<file path="src/rtl/cfg_port_pkg.sv">
package cfg_port_pkg;
  // control byte field positions (decoded by the channel datapath)
  localparam int CTL_IDLE = 5;
  localparam int CTL_ALG  = 4;
  localparam int CTL_BYP  = 3;
  localparam int CTL_LAW  = 2;
  localparam int CTL_DIR  = 0;
  // address/command byte
  localparam int SIDE_BIT = 6;
  localparam int RSV_BIT  = 7;
  // side indices
  localparam int SIDE_Y = 0;
  localparam int SIDE_X = 1;
  localparam int NSIDES = 2;
endpackage

</file>
<file path="src/rtl/cfg_sync.sv">
module cfg_sync #(
  parameter int STAGES = 2,
  parameter bit INIT   = 1'b0
) (
  input  logic clk,
  input  logic rst,
  input  logic d,
  output logic q,
  output logic rise
);
  logic [STAGES-1:0] pipe;
  logic              last;

  always_ff @(posedge clk) begin
    if (rst) begin
      pipe <= {STAGES{INIT}};
      last <= INIT;
    end else begin
      pipe <= {pipe[STAGES-2:0], d};
      last <= pipe[STAGES-1];
    end
  end

  assign q    = pipe[STAGES-1];
  assign rise = pipe[STAGES-1] & ~last;
endmodule

</file>
<file path="src/rtl/cfg_shift.sv">
module cfg_shift #(
  parameter int BYTE_W    = 8,
  parameter int MAX_BYTES = 4,
  localparam int IDX_W    = $clog2(MAX_BYTES + 1),
  localparam int BIT_W    = $clog2(BYTE_W)
) (
  input  logic              clk,
  input  logic              rst,
  input  logic              enable,
  input  logic              csn_s,
  input  logic              sclk_rise,
  input  logic              sdi_s,
  output logic              byte_vld,
  output logic [BYTE_W-1:0] byte_data,
  output logic [IDX_W-1:0]  byte_num
);
  logic [BYTE_W-1:0] shreg;
  logic [BIT_W-1:0]  bit_cnt;
  logic [IDX_W-1:0]  idx;
  logic [BYTE_W-1:0] shifted;

  assign shifted = {sdi_s, shreg[BYTE_W-1:1]};

  always_ff @(posedge clk) begin
    if (rst || !enable || csn_s) begin
      bit_cnt   <= '0;
      idx       <= '0;
      byte_vld  <= 1'b0;
      byte_data <= '0;
      byte_num  <= '0;
      shreg     <= '0;
    end else begin
      byte_vld <= 1'b0;
      if (sclk_rise) begin
        shreg <= shifted;
        if (bit_cnt == BIT_W'(BYTE_W - 1)) begin
          bit_cnt <= '0;
          if (idx < IDX_W'(MAX_BYTES)) begin
            byte_vld  <= 1'b1;
            byte_data <= shifted;
            byte_num  <= idx;
            idx       <= idx + 1'b1;
          end
        end else begin
          bit_cnt <= bit_cnt + 1'b1;
        end
      end
    end
  end


  byte_in_xfer_chk: assert property (@(posedge clk) disable iff (rst)
    byte_vld |-> $past(!csn_s && enable));


  byte_cap_chk: assert property (@(posedge clk) disable iff (rst)
    byte_vld |-> (byte_num < IDX_W'(MAX_BYTES)));
endmodule

</file>
<file path="src/rtl/cfg_regs.sv">
module cfg_regs
  import cfg_port_pkg::*;
#(
  parameter int BYTE_W = 8,
  parameter int ADDR_W = 6,
  parameter int IDX_W  = 3
) (
  input  logic                          clk,
  input  logic                          rst,
  input  logic                          sw_mode,
  input  logic [ADDR_W-1:0]             addr_strap,
  input  logic                          hw_x_idle,
  input  logic                          hw_y_idle,
  input  logic                          csn_s,
  input  logic                          byte_vld,
  input  logic [BYTE_W-1:0]             byte_data,
  input  logic [IDX_W-1:0]              byte_num,
  input  logic [NSIDES-1:0]             alg_done,
  output logic [NSIDES-1:0]             idle,
  output logic [NSIDES-1:0]             alg_rst,
  output logic [NSIDES-1:0]             bypass,
  output logic [NSIDES-1:0]             ulaw,
  output logic [NSIDES-1:0]             compress,
  output logic [NSIDES-1:0][ADDR_W-1:0] in_slot,
  output logic [NSIDES-1:0][ADDR_W-1:0] out_slot,
  output logic                          updating,
  output logic                          standby
);
  logic              matched;
  logic              side_sel;
  logic [NSIDES-1:0] wr_side;
  logic [NSIDES-1:0] wr_ctl;
  logic [NSIDES-1:0] idle_nxt;
  logic [NSIDES-1:0] hw_comp;
  logic [NSIDES-1:0] hw_law;
  logic [NSIDES-1:0] hw_idle;

  assign hw_comp[SIDE_X] = addr_strap[0];
  assign hw_law[SIDE_X]  = addr_strap[2];
  assign hw_comp[SIDE_Y] = addr_strap[3];
  assign hw_law[SIDE_Y]  = addr_strap[5];
  assign hw_idle[SIDE_X] = hw_x_idle;
  assign hw_idle[SIDE_Y] = hw_y_idle;

  // address match for the open transfer
  always_ff @(posedge clk) begin
    if (rst || !sw_mode || csn_s) begin
      matched  <= 1'b0;
      side_sel <= 1'b0;
    end else if (byte_vld && byte_num == IDX_W'(0)) begin
      matched  <= (byte_data[ADDR_W-1:0] == addr_strap) && !byte_data[RSV_BIT];
      side_sel <= byte_data[SIDE_BIT];
    end
  end

  assign updating = matched;

  genvar s;
  generate
    for (s = 0; s < NSIDES; s++) begin : g_side
      logic              r_idle, r_alg, r_byp, r_law, r_dir;
      logic [ADDR_W-1:0] r_in, r_out;

      assign wr_side[s] = sw_mode && matched && byte_vld && (side_sel == s[0]);
      assign wr_ctl[s]  = wr_side[s] && (byte_num == IDX_W'(1));

      always_comb begin
        if (rst)            idle_nxt[s] = 1'b1;
        else if (!sw_mode)  idle_nxt[s] = hw_idle[s];
        else if (wr_ctl[s]) idle_nxt[s] = byte_data[CTL_IDLE];
        else                idle_nxt[s] = r_idle;
      end

      always_ff @(posedge clk) begin
        r_idle <= idle_nxt[s];
        if (rst) begin
          r_alg <= 1'b0;
          r_byp <= 1'b0;
          r_law <= 1'b0;
          r_dir <= 1'b0;
          r_in  <= '0;
          r_out <= '0;
        end else if (!sw_mode) begin
          r_alg <= 1'b0;
          r_byp <= 1'b0;
          r_law <= hw_law[s];
          r_dir <= hw_comp[s];
          r_in  <= '0;
          r_out <= '0;
        end else begin
          if (wr_ctl[s]) begin
            r_alg <= byte_data[CTL_ALG];
            r_byp <= byte_data[CTL_BYP];
            r_law <= byte_data[CTL_LAW];
            r_dir <= byte_data[CTL_DIR];
          end else if (alg_done[s]) begin
            r_alg <= 1'b0;
          end
          if (wr_side[s] && byte_num == IDX_W'(2)) r_in  <= byte_data[ADDR_W-1:0];
          if (wr_side[s] && byte_num == IDX_W'(3)) r_out <= byte_data[ADDR_W-1:0];
        end
      end

      assign idle[s]     = r_idle;
      assign alg_rst[s]  = r_alg;
      assign bypass[s]   = r_byp;
      assign ulaw[s]     = r_law;
      assign compress[s] = r_dir;
      assign in_slot[s]  = r_in;
      assign out_slot[s] = r_out;


      alg_clear_chk: assert property (@(posedge clk) disable iff (rst)
        (alg_done[s] && !wr_ctl[s]) |=> !alg_rst[s]);
    end
  endgenerate

  always_ff @(posedge clk) begin
    standby <= &idle_nxt;
  end


  standby_match_chk: assert property (@(posedge clk) disable iff (rst)
    standby == (idle[SIDE_X] && idle[SIDE_Y]));


  update_in_xfer_chk: assert property (@(posedge clk) disable iff (rst)
    updating |-> $past(!csn_s));


  pin_mode_quiet_chk: assert property (@(posedge clk) disable iff (rst)
    !sw_mode |=> (!updating && in_slot == '0 && out_slot == '0 && alg_rst == '0));


  slot_hold_chk: assert property (@(posedge clk) disable iff (rst)
    (sw_mode && $past(sw_mode) && !$past(byte_vld)) |-> ($stable(in_slot) && $stable(out_slot)));
endmodule

</file>
<file path="src/rtl/mdrop_cfg_port.sv">
module mdrop_cfg_port
  import cfg_port_pkg::*;
#(
  parameter int BYTE_W      = 8,
  parameter int ADDR_W      = 6,
  parameter int MAX_BYTES   = 4,
  parameter int SYNC_STAGES = 2
) (
  input  logic                    clk,
  input  logic                    rst,
  input  logic                    sw_mode,
  input  logic [ADDR_W-1:0]       addr_strap,
  input  logic                    port_csn,
  input  logic                    port_sclk,
  input  logic                    port_sdi,
  input  logic [1:0]              alg_done,
  output logic [1:0]              idle,
  output logic [1:0]              alg_rst,
  output logic [1:0]              bypass,
  output logic [1:0]              ulaw,
  output logic [1:0]              compress,
  output logic [1:0][ADDR_W-1:0]  in_slot,
  output logic [1:0][ADDR_W-1:0]  out_slot,
  output logic                    updating,
  output logic                    standby
);
  localparam int IDX_W = $clog2(MAX_BYTES + 1);

  logic              csn_s, sclk_s, sdi_s;
  logic              csn_rise_unused, sclk_rise, sdi_rise_unused;
  logic              byte_vld;
  logic [BYTE_W-1:0] byte_data;
  logic [IDX_W-1:0]  byte_num;

  cfg_sync #(.STAGES(SYNC_STAGES), .INIT(1'b1)) u_sync_csn (
    .clk(clk), .rst(rst), .d(port_csn), .q(csn_s), .rise(csn_rise_unused));
  cfg_sync #(.STAGES(SYNC_STAGES), .INIT(1'b0)) u_sync_sclk (
    .clk(clk), .rst(rst), .d(port_sclk), .q(sclk_s), .rise(sclk_rise));
  cfg_sync #(.STAGES(SYNC_STAGES), .INIT(1'b0)) u_sync_sdi (
    .clk(clk), .rst(rst), .d(port_sdi), .q(sdi_s), .rise(sdi_rise_unused));

  cfg_shift #(.BYTE_W(BYTE_W), .MAX_BYTES(MAX_BYTES)) u_shift (
    .clk(clk), .rst(rst), .enable(sw_mode), .csn_s(csn_s),
    .sclk_rise(sclk_rise), .sdi_s(sdi_s),
    .byte_vld(byte_vld), .byte_data(byte_data), .byte_num(byte_num));

  cfg_regs #(.BYTE_W(BYTE_W), .ADDR_W(ADDR_W), .IDX_W(IDX_W)) u_regs (
    .clk(clk), .rst(rst), .sw_mode(sw_mode), .addr_strap(addr_strap),
    .hw_x_idle(csn_s), .hw_y_idle(sdi_s), .csn_s(csn_s),
    .byte_vld(byte_vld), .byte_data(byte_data), .byte_num(byte_num),
    .alg_done(alg_done), .idle(idle), .alg_rst(alg_rst), .bypass(bypass),
    .ulaw(ulaw), .compress(compress), .in_slot(in_slot), .out_slot(out_slot),
    .updating(updating), .standby(standby));


  sclk_edge_chk: assert property (@(posedge clk) disable iff (rst)
    sclk_rise |=> !sclk_rise);
endmodule

</file>
<file path="config.mk">
export PLATFORM = sky130hd
export DESIGN_NAME = mdrop_cfg_port
export DESIGN_NICKNAME = d
export VERILOG_FILES = /design/src/rtl/cfg_port_pkg.sv /design/src/rtl/cfg_sync.sv /design/src/rtl/cfg_shift.sv /design/src/rtl/cfg_regs.sv /design/src/rtl/mdrop_cfg_port.sv
export SDC_FILE = /design/constraint.sdc
export NUM_CORES = 1
export LEC_CHECK = 0
export CAP_MARGIN = 30
export CORE_MARGIN = 3
export CORE_UTILIZATION = 60
export DETAILED_ROUTE_END_ITERATION = 7
export DONT_BUFFER_PORTS = 1
export HOLD_SLACK_MARGIN = 0.03
export PLACE_DENSITY_LB_ADDON = 0.2
export SYNTH_ARGS = -nofsm -noshare
export SYNTH_HDL_FRONTEND = slang
export SYNTH_SLANG_ARGS = --single-unit
</file>
<file path="constraint.sdc">
create_clock -name clk -period 5.05 [get_ports clk]
set_input_delay 0.505 -clock clk [delete_from_list [all_inputs] [get_ports clk]]
set_output_delay 0.505 -clock clk [all_outputs]
set_load 0.02 [all_outputs]
</file>
### Yosys cells after proc, flatten, opt, wreduce, memory -nomap -nowiden

Cells that the tools add are included.

* output and inout bits: 36
* logic and storage cells: 86
* register bits after elaboration: 70

* equal/unequal tests: 7
* $lt $le $gt $ge: 1
* bitwise logic cells: 6
* $add $sub $neg: 2
* reductions and logical operators: 23
* muxes and demuxes: 20

Operator list (count)
* 1-bit two-way mux: 19
* 1-bit logical AND: 12
* 3-bit by 1-bit adder with 3-bit output (second input constant): 2
* 3-bit by 2-bit equality test with 1-bit output (second input constant): 2
* 6-bit equality test: 1
* 1-bit NOT: 5
* 2-bit by 1-bit != test with 1-bit output (second input constant): 2
* 2-bit nonzero test: 2
* 3-bit by 1-bit equality test with 1-bit output (second input constant): 1
* 3-bit equality test (second input constant): 1
* 3-bit zero test: 1
* 3-bit less-than comparator (second input constant): 1
* 3-bit two-way mux: 1
* 3-bit AND reduction: 1
* 3-bit OR reduction: 1
* 1-bit zero test: 2
* 1-bit logical OR: 2
* 2-bit AND reduction: 1
* 2-bit OR reduction: 1
* 1-bit AND: 1

### Longest topological paths before layout

* depth after elaboration: 8
* gate-level depth with buffers: 6
* mapped depth without buffers: 5

### Cells and area by module

A second synthesis with hierarchy kept.

* cell total of the unflattened synthesis: 291
* area total of the unflattened synthesis: 3004.1 um^2

Modules (own cells, without submodules)
* cfg_regs: times used 1, cells an instance 170, area each 1601.5 um^2
* cfg_shift: times used 1, cells an instance 100, area each 1142.3 um^2
* cfg_sync (u_sync_sclk ...): times used 2, cells an instance 7, area each 87.6 um^2
* cfg_sync (u_sync_csn): times used 1, cells an instance 7, area each 85.1 um^2

### Least setup slack after synthesis

OpenSTA, ideal clock, no wires.

* path type: register to register
* start point: reg u_shift.byte_num[0]
* end point: reg u_regs.standby
* data arrival time: 1.615 ns
* stages on the path, launching flop included: 6
* buffers on the path: 1
* slack: 3.365 ns
* data required time: 4.980 ns
* path through: dfxtp_1 or3b_1 or3_1 buf_6 mux2_4 a21boi_1

* longest elaborated chain between the ends: 6
* elaborated cells between the ends (all ways): 10
* those cells by class: eq/ne (1); mux (6); reduce/logical (3)

Ends and longest elaborated chain
* start, declared: RTL line cfg_shift.sv:15 `output logic [IDX_W-1:0] byte_num`
* start signal, assigned: RTL line cfg_shift.sv:41 `byte_num <= idx;`
* 3-bit by 1-bit equality test with 1-bit output *: RTL line cfg_regs.sv:65 `assign wr_ctl[s] = wr_side[s] && (byte_num == IDX_W'(1));`
* 1-bit logical AND: RTL line cfg_regs.sv:65
* 1-bit two-way mux: RTL line cfg_regs.sv:70 `else if (wr_ctl[s]) idle_nxt[s] = byte_data[CTL_IDLE];`
* 1-bit two-way mux: RTL line cfg_regs.sv:69 `else if (!sw_mode) idle_nxt[s] = hw_idle[s];`
* 1-bit two-way mux: RTL line cfg_regs.sv:68 `if (rst) idle_nxt[s] = 1'b1;`
* 2-bit AND reduction *: RTL line cfg_regs.sv:119 `standby <= &idle_nxt;`
* end signal, assigned: RTL line cfg_regs.sv:119
* end, declared: RTL line cfg_regs.sv:27 `output logic standby`

Mark *: on every way between the ends. The rest lies on a longest branch, timed or not.
A chain may end at the register's enable or synchronous reset.

### Final worst setup path

* start point: reg u_shift.byte_num[1]
* end point: reg u_regs.g_side[1].r_in[2]

* longest elaborated chain between the ends: 2

Ends and longest elaborated chain
* 3-bit by 2-bit equality test with 1-bit output: RTL line cfg_regs.sv:99 `if (wr_side[s] && byte_num == IDX_W'(2)) r_in <= byte_data[ADDR_W-1:0];`
* 1-bit logical AND: RTL line cfg_regs.sv:99
* end signal, assigned: RTL line cfg_regs.sv:99
* end, declared: RTL line cfg_regs.sv:62 `logic [ADDR_W-1:0] r_in, r_out;`

Every way passes these cells.

==> metrics.md <==
| Metric | Value |
|---|---|
| Status | `complete, no violations` |
| # Post-CTS Setup Buffers | `0` |
| Setup crit start kind | `flip-flop` |
| Synth cell count leaders | `dfxtp_1 (69), nand2_1 (51), nor2_1 (32)` |
| RSZ-0062 raised after global routing | `false` |
| Vias | `roughly 1900` |
| DRC viols | `0` |
| Leading cell type by number of instances after synthesis | `dfxtp_1` |
| Synthesized net count | `~310` |
| Fin util | `slightly below 70%` |
| Worst r2r path cells | `4` |
| Leak | `0.948 nW` |
| Hold Path Depth | `1` |
| Detailed placement HPWL | `about 3400 µm` |
| Ys flop type | `dfxtp_1` |
| Vias per inst | `between 5 and 6` |
| Fin nets | `between 200 and 300` |
| Clock sink total | `~70` |
| Row cnt | `23` |
| Synth Register Bits | `69` |
| Clk slew on worst S/H paths | `about 70 ps` |
| Post-synth EDFFs | `0` |
| Worst-Skew Late Latency | `340 ps` |
| Num ports | `50` |
| Antenna violations before repair | `0` |
| Post-CTS sizing | `0` |
| Share of cells above drive strength 1 | `under 10%` |
| Final setup viols | `0` |
| Synth-to-Final Area Change | `5.21%` |
| Worst clock skew | `roughly 6.1 ps` |
| Die Wd | `73.0 µm` |
| Slew @ Worst Pin | `roughly 700 ps` |
| Post-synthesis compound-gate area fraction | `8.00%` |
| DRT Pass-1 Iters | `4` |
| Post-DP Area | `between 0.002 and 0.003 mm²` |
| DR iter-0 viols | `around 110` |
| Total die area | `approximately 0.0053 mm²` |
| Crit path capture type | `flip-flop` |
| Core Box Area | `about 0.0042 mm²` |
| ANT cells | `0` |
| Max-slew headroom | `a little over half` |
| PD cells | `372 mW/mm²` |
| WP data arrival | `2130 ps` |
| Post-synth cell types | `36` |
| CTS H-tree depth | `3` |
| Post-synth top area share | `51.3%` |
| Largest net degree at the start of global routing | `30` |
| IO Port Bufs | `0` |
| Final antenna-violating net count | `0` |
| Pwr Total | `1.05 mW` |
| Die height | `73.0 µm` |
| Critical path class | `reg2reg` |
| Max Root-Sink Buffers | `2` |
| Ys Warns | `0` |
| Max Cap Viol | `0` |
| Post-route setup TNS | `0 ps` |
| Final Cell Area | `around 0.0028 mm²` |
| Xor/xnor share of the synthesized area | `under 10%` |
| Synthesized area | `between 0.002 and 0.003 mm²` |
| Cts hold-fix bufs | `0` |
| TritonCTS buffer count | `9` |
| Mapped Cells | `a little under 300` |
| Sequential share of the synthesized area | `around half` |
| Area leader, netlist | `dfxtp_1` |
| Max VDD drop | `~0.00034 V` |
| Fillers | `around 330` |
| Area contributors post-synth | `dfxtp_1 (51%), mux2i_1 (9.7%), nand2_1 (7.1%)` |
| Final Wtd Congestion | `0.772` |
| Hold Vio Cnt, Final | `0` |
| Fmax | `approximately 530 MHz` |
| Mux contribution to synthesized area | `10.2%` |
| Total Wirelength | `around 5000 µm` |
| Grt ovf | `0` |
| CTS tree | `built` |
| Fin. max-slew vios | `0` |
| Post-DR wirelength/cell | `between 15 and 20 µm` |
| Fin crit period | `around 1900 ps` |
| Final Cycle Share | `37.7%` |
| Synth Area in Simple Gates | `20.7%` |
| Initial Util | `between 60% and 70%` |
| R2R Setup Slk | `between 3000 and 4000 ps` |
| Syn avg cell area | `a little over 9 µm²` |
| HP Class | `in2reg` |
| Asr flop ratio synth | `0%` |
| Critical path required time | `about 5300 ps` |
| Crit path max fanout | `8` |
| Root buf cell | `clkbuf_8` |
| Largest family of logic cells by synthesized area | `simple AND/OR/NAND/NOR gates` |
| First-pass GRT wire length | `slightly above 8000 µm` |
| Total Routing Usage GR | `20.5%` |
| Vias in the first global route | `~1700` |
| Adder-cell share of the synthesized area | `~1.4%` |
==> sequential cells by signal, indices dropped and copies added, names as in the netlist <==
signal / count
u_shift.bit_cnt: 3
u_regs.g_side.r_idle: 2
u_regs.standby: 1
u_regs.g_side.r_byp: 2
u_regs.g_side.r_dir: 2
u_regs.g_side.r_alg: 2
u_regs.g_side.r_law: 2
u_shift.byte_vld: 1
u_regs.g_side.r_in: 12
u_shift.byte_data: 8
u_shift.idx: 3
u_sync_sclk.last: 1
u_regs.g_side.r_out: 12
u_sync_csn.pipe: 2
u_shift.byte_num: 3
u_sync_sclk.pipe: 2
u_regs.updating: 1
u_sync_sdi.pipe: 2
u_shift.shreg: 7
u_regs.side_sel: 1
==> power breakdown <==
group          switching (mW)  internal [mW]  total, mW
clock                   0.199          0.275      0.474
combinational          0.0110        0.00845     0.0194
sequential            0.00830          0.551      0.559
==> placed cells by master, fill, tap and decap left out, types with 4 or more instances in the layout <==
cell / n
clkbuf_8: 9
dfxtp_1: 69
mux2i_1: 26
a21oi_1: 31
nor2_1: 32
nand2_1: 51
xor2_1: 6
nand3_1: 8
a211oi_1: 4
nor2b_1: 8
==> worst max-delay path, cell delays in order, from the launching register on <==
cell     delay [ps]
dfxtp_1         400
nor3b_2         440
nor2b_1         640
mux2i_1         260
nor2_1           60
==> kinds of logic (layout without fill, tap and decap cells) <==
family / count (synthesis) / in the layout
AO/OA/AOI/OAI: 39 / 39
adder cells (fa/ha/maj): 3 / 3
multiplexers: 27 / 27
XOR/XNOR: 7 / 7
AND/OR/NAND/NOR: 120 / 120
buffers and inverters: 31 / 19
flip-flops: 69 / 69
==> per-layer routing <==
layer | routed length, µm | global-route usage [%]
met5 | 0 | 0
met4 | 34 | 6.56
met1 | 2330 | 27.1
met3 | 371 | 9.50
met2 | 2270 | 29.7
==> stage by stage <==
step,hold slack [ps],cells,setup slack (ps)
final,233,334,3150
after detailed placement,402,317,2860
after floorplan,389,296,3360
after global placement,399,317,2910
after CTS,221,333,3110
after global routing,213,334,2920
==> worst paths after layout <==
path / startpoint / end
worst max-delay path: u_shift.byte_num[1]$_SDFFE_PP0P_ / u_regs.g_side[1].r_in[2]$_SDFFE_PP0P_
worst min-delay path: rst / u_sync_sclk.pipe[0]$_SDFF_PP0_
worst min register to register: u_sync_csn.pipe[0]$_SDFF_PP1_ / u_sync_csn.pipe[1]$_SDFF_PP1_
worst max register to register: u_shift.byte_num[1]$_SDFFE_PP0P_ / u_regs.g_side[1].r_in[2]$_SDFFE_PP0P_
==> cell type report <==
type | instances | area [µm²] | share of cell area [%]
inverter | 1 | 3.75 | 0.133
clock buffer | 9 | 124 | 4.38
multi-input combinational | 196 | 1150 | 40.5
tap | 50 | 62.6 | 2.21
sequential | 69 | 1380 | 48.8
clock inverter | 7 | 90.1 | 3.18
timing repair buffer | 2 | 22.5 | 0.796
(Power assumes the default switching activity.)
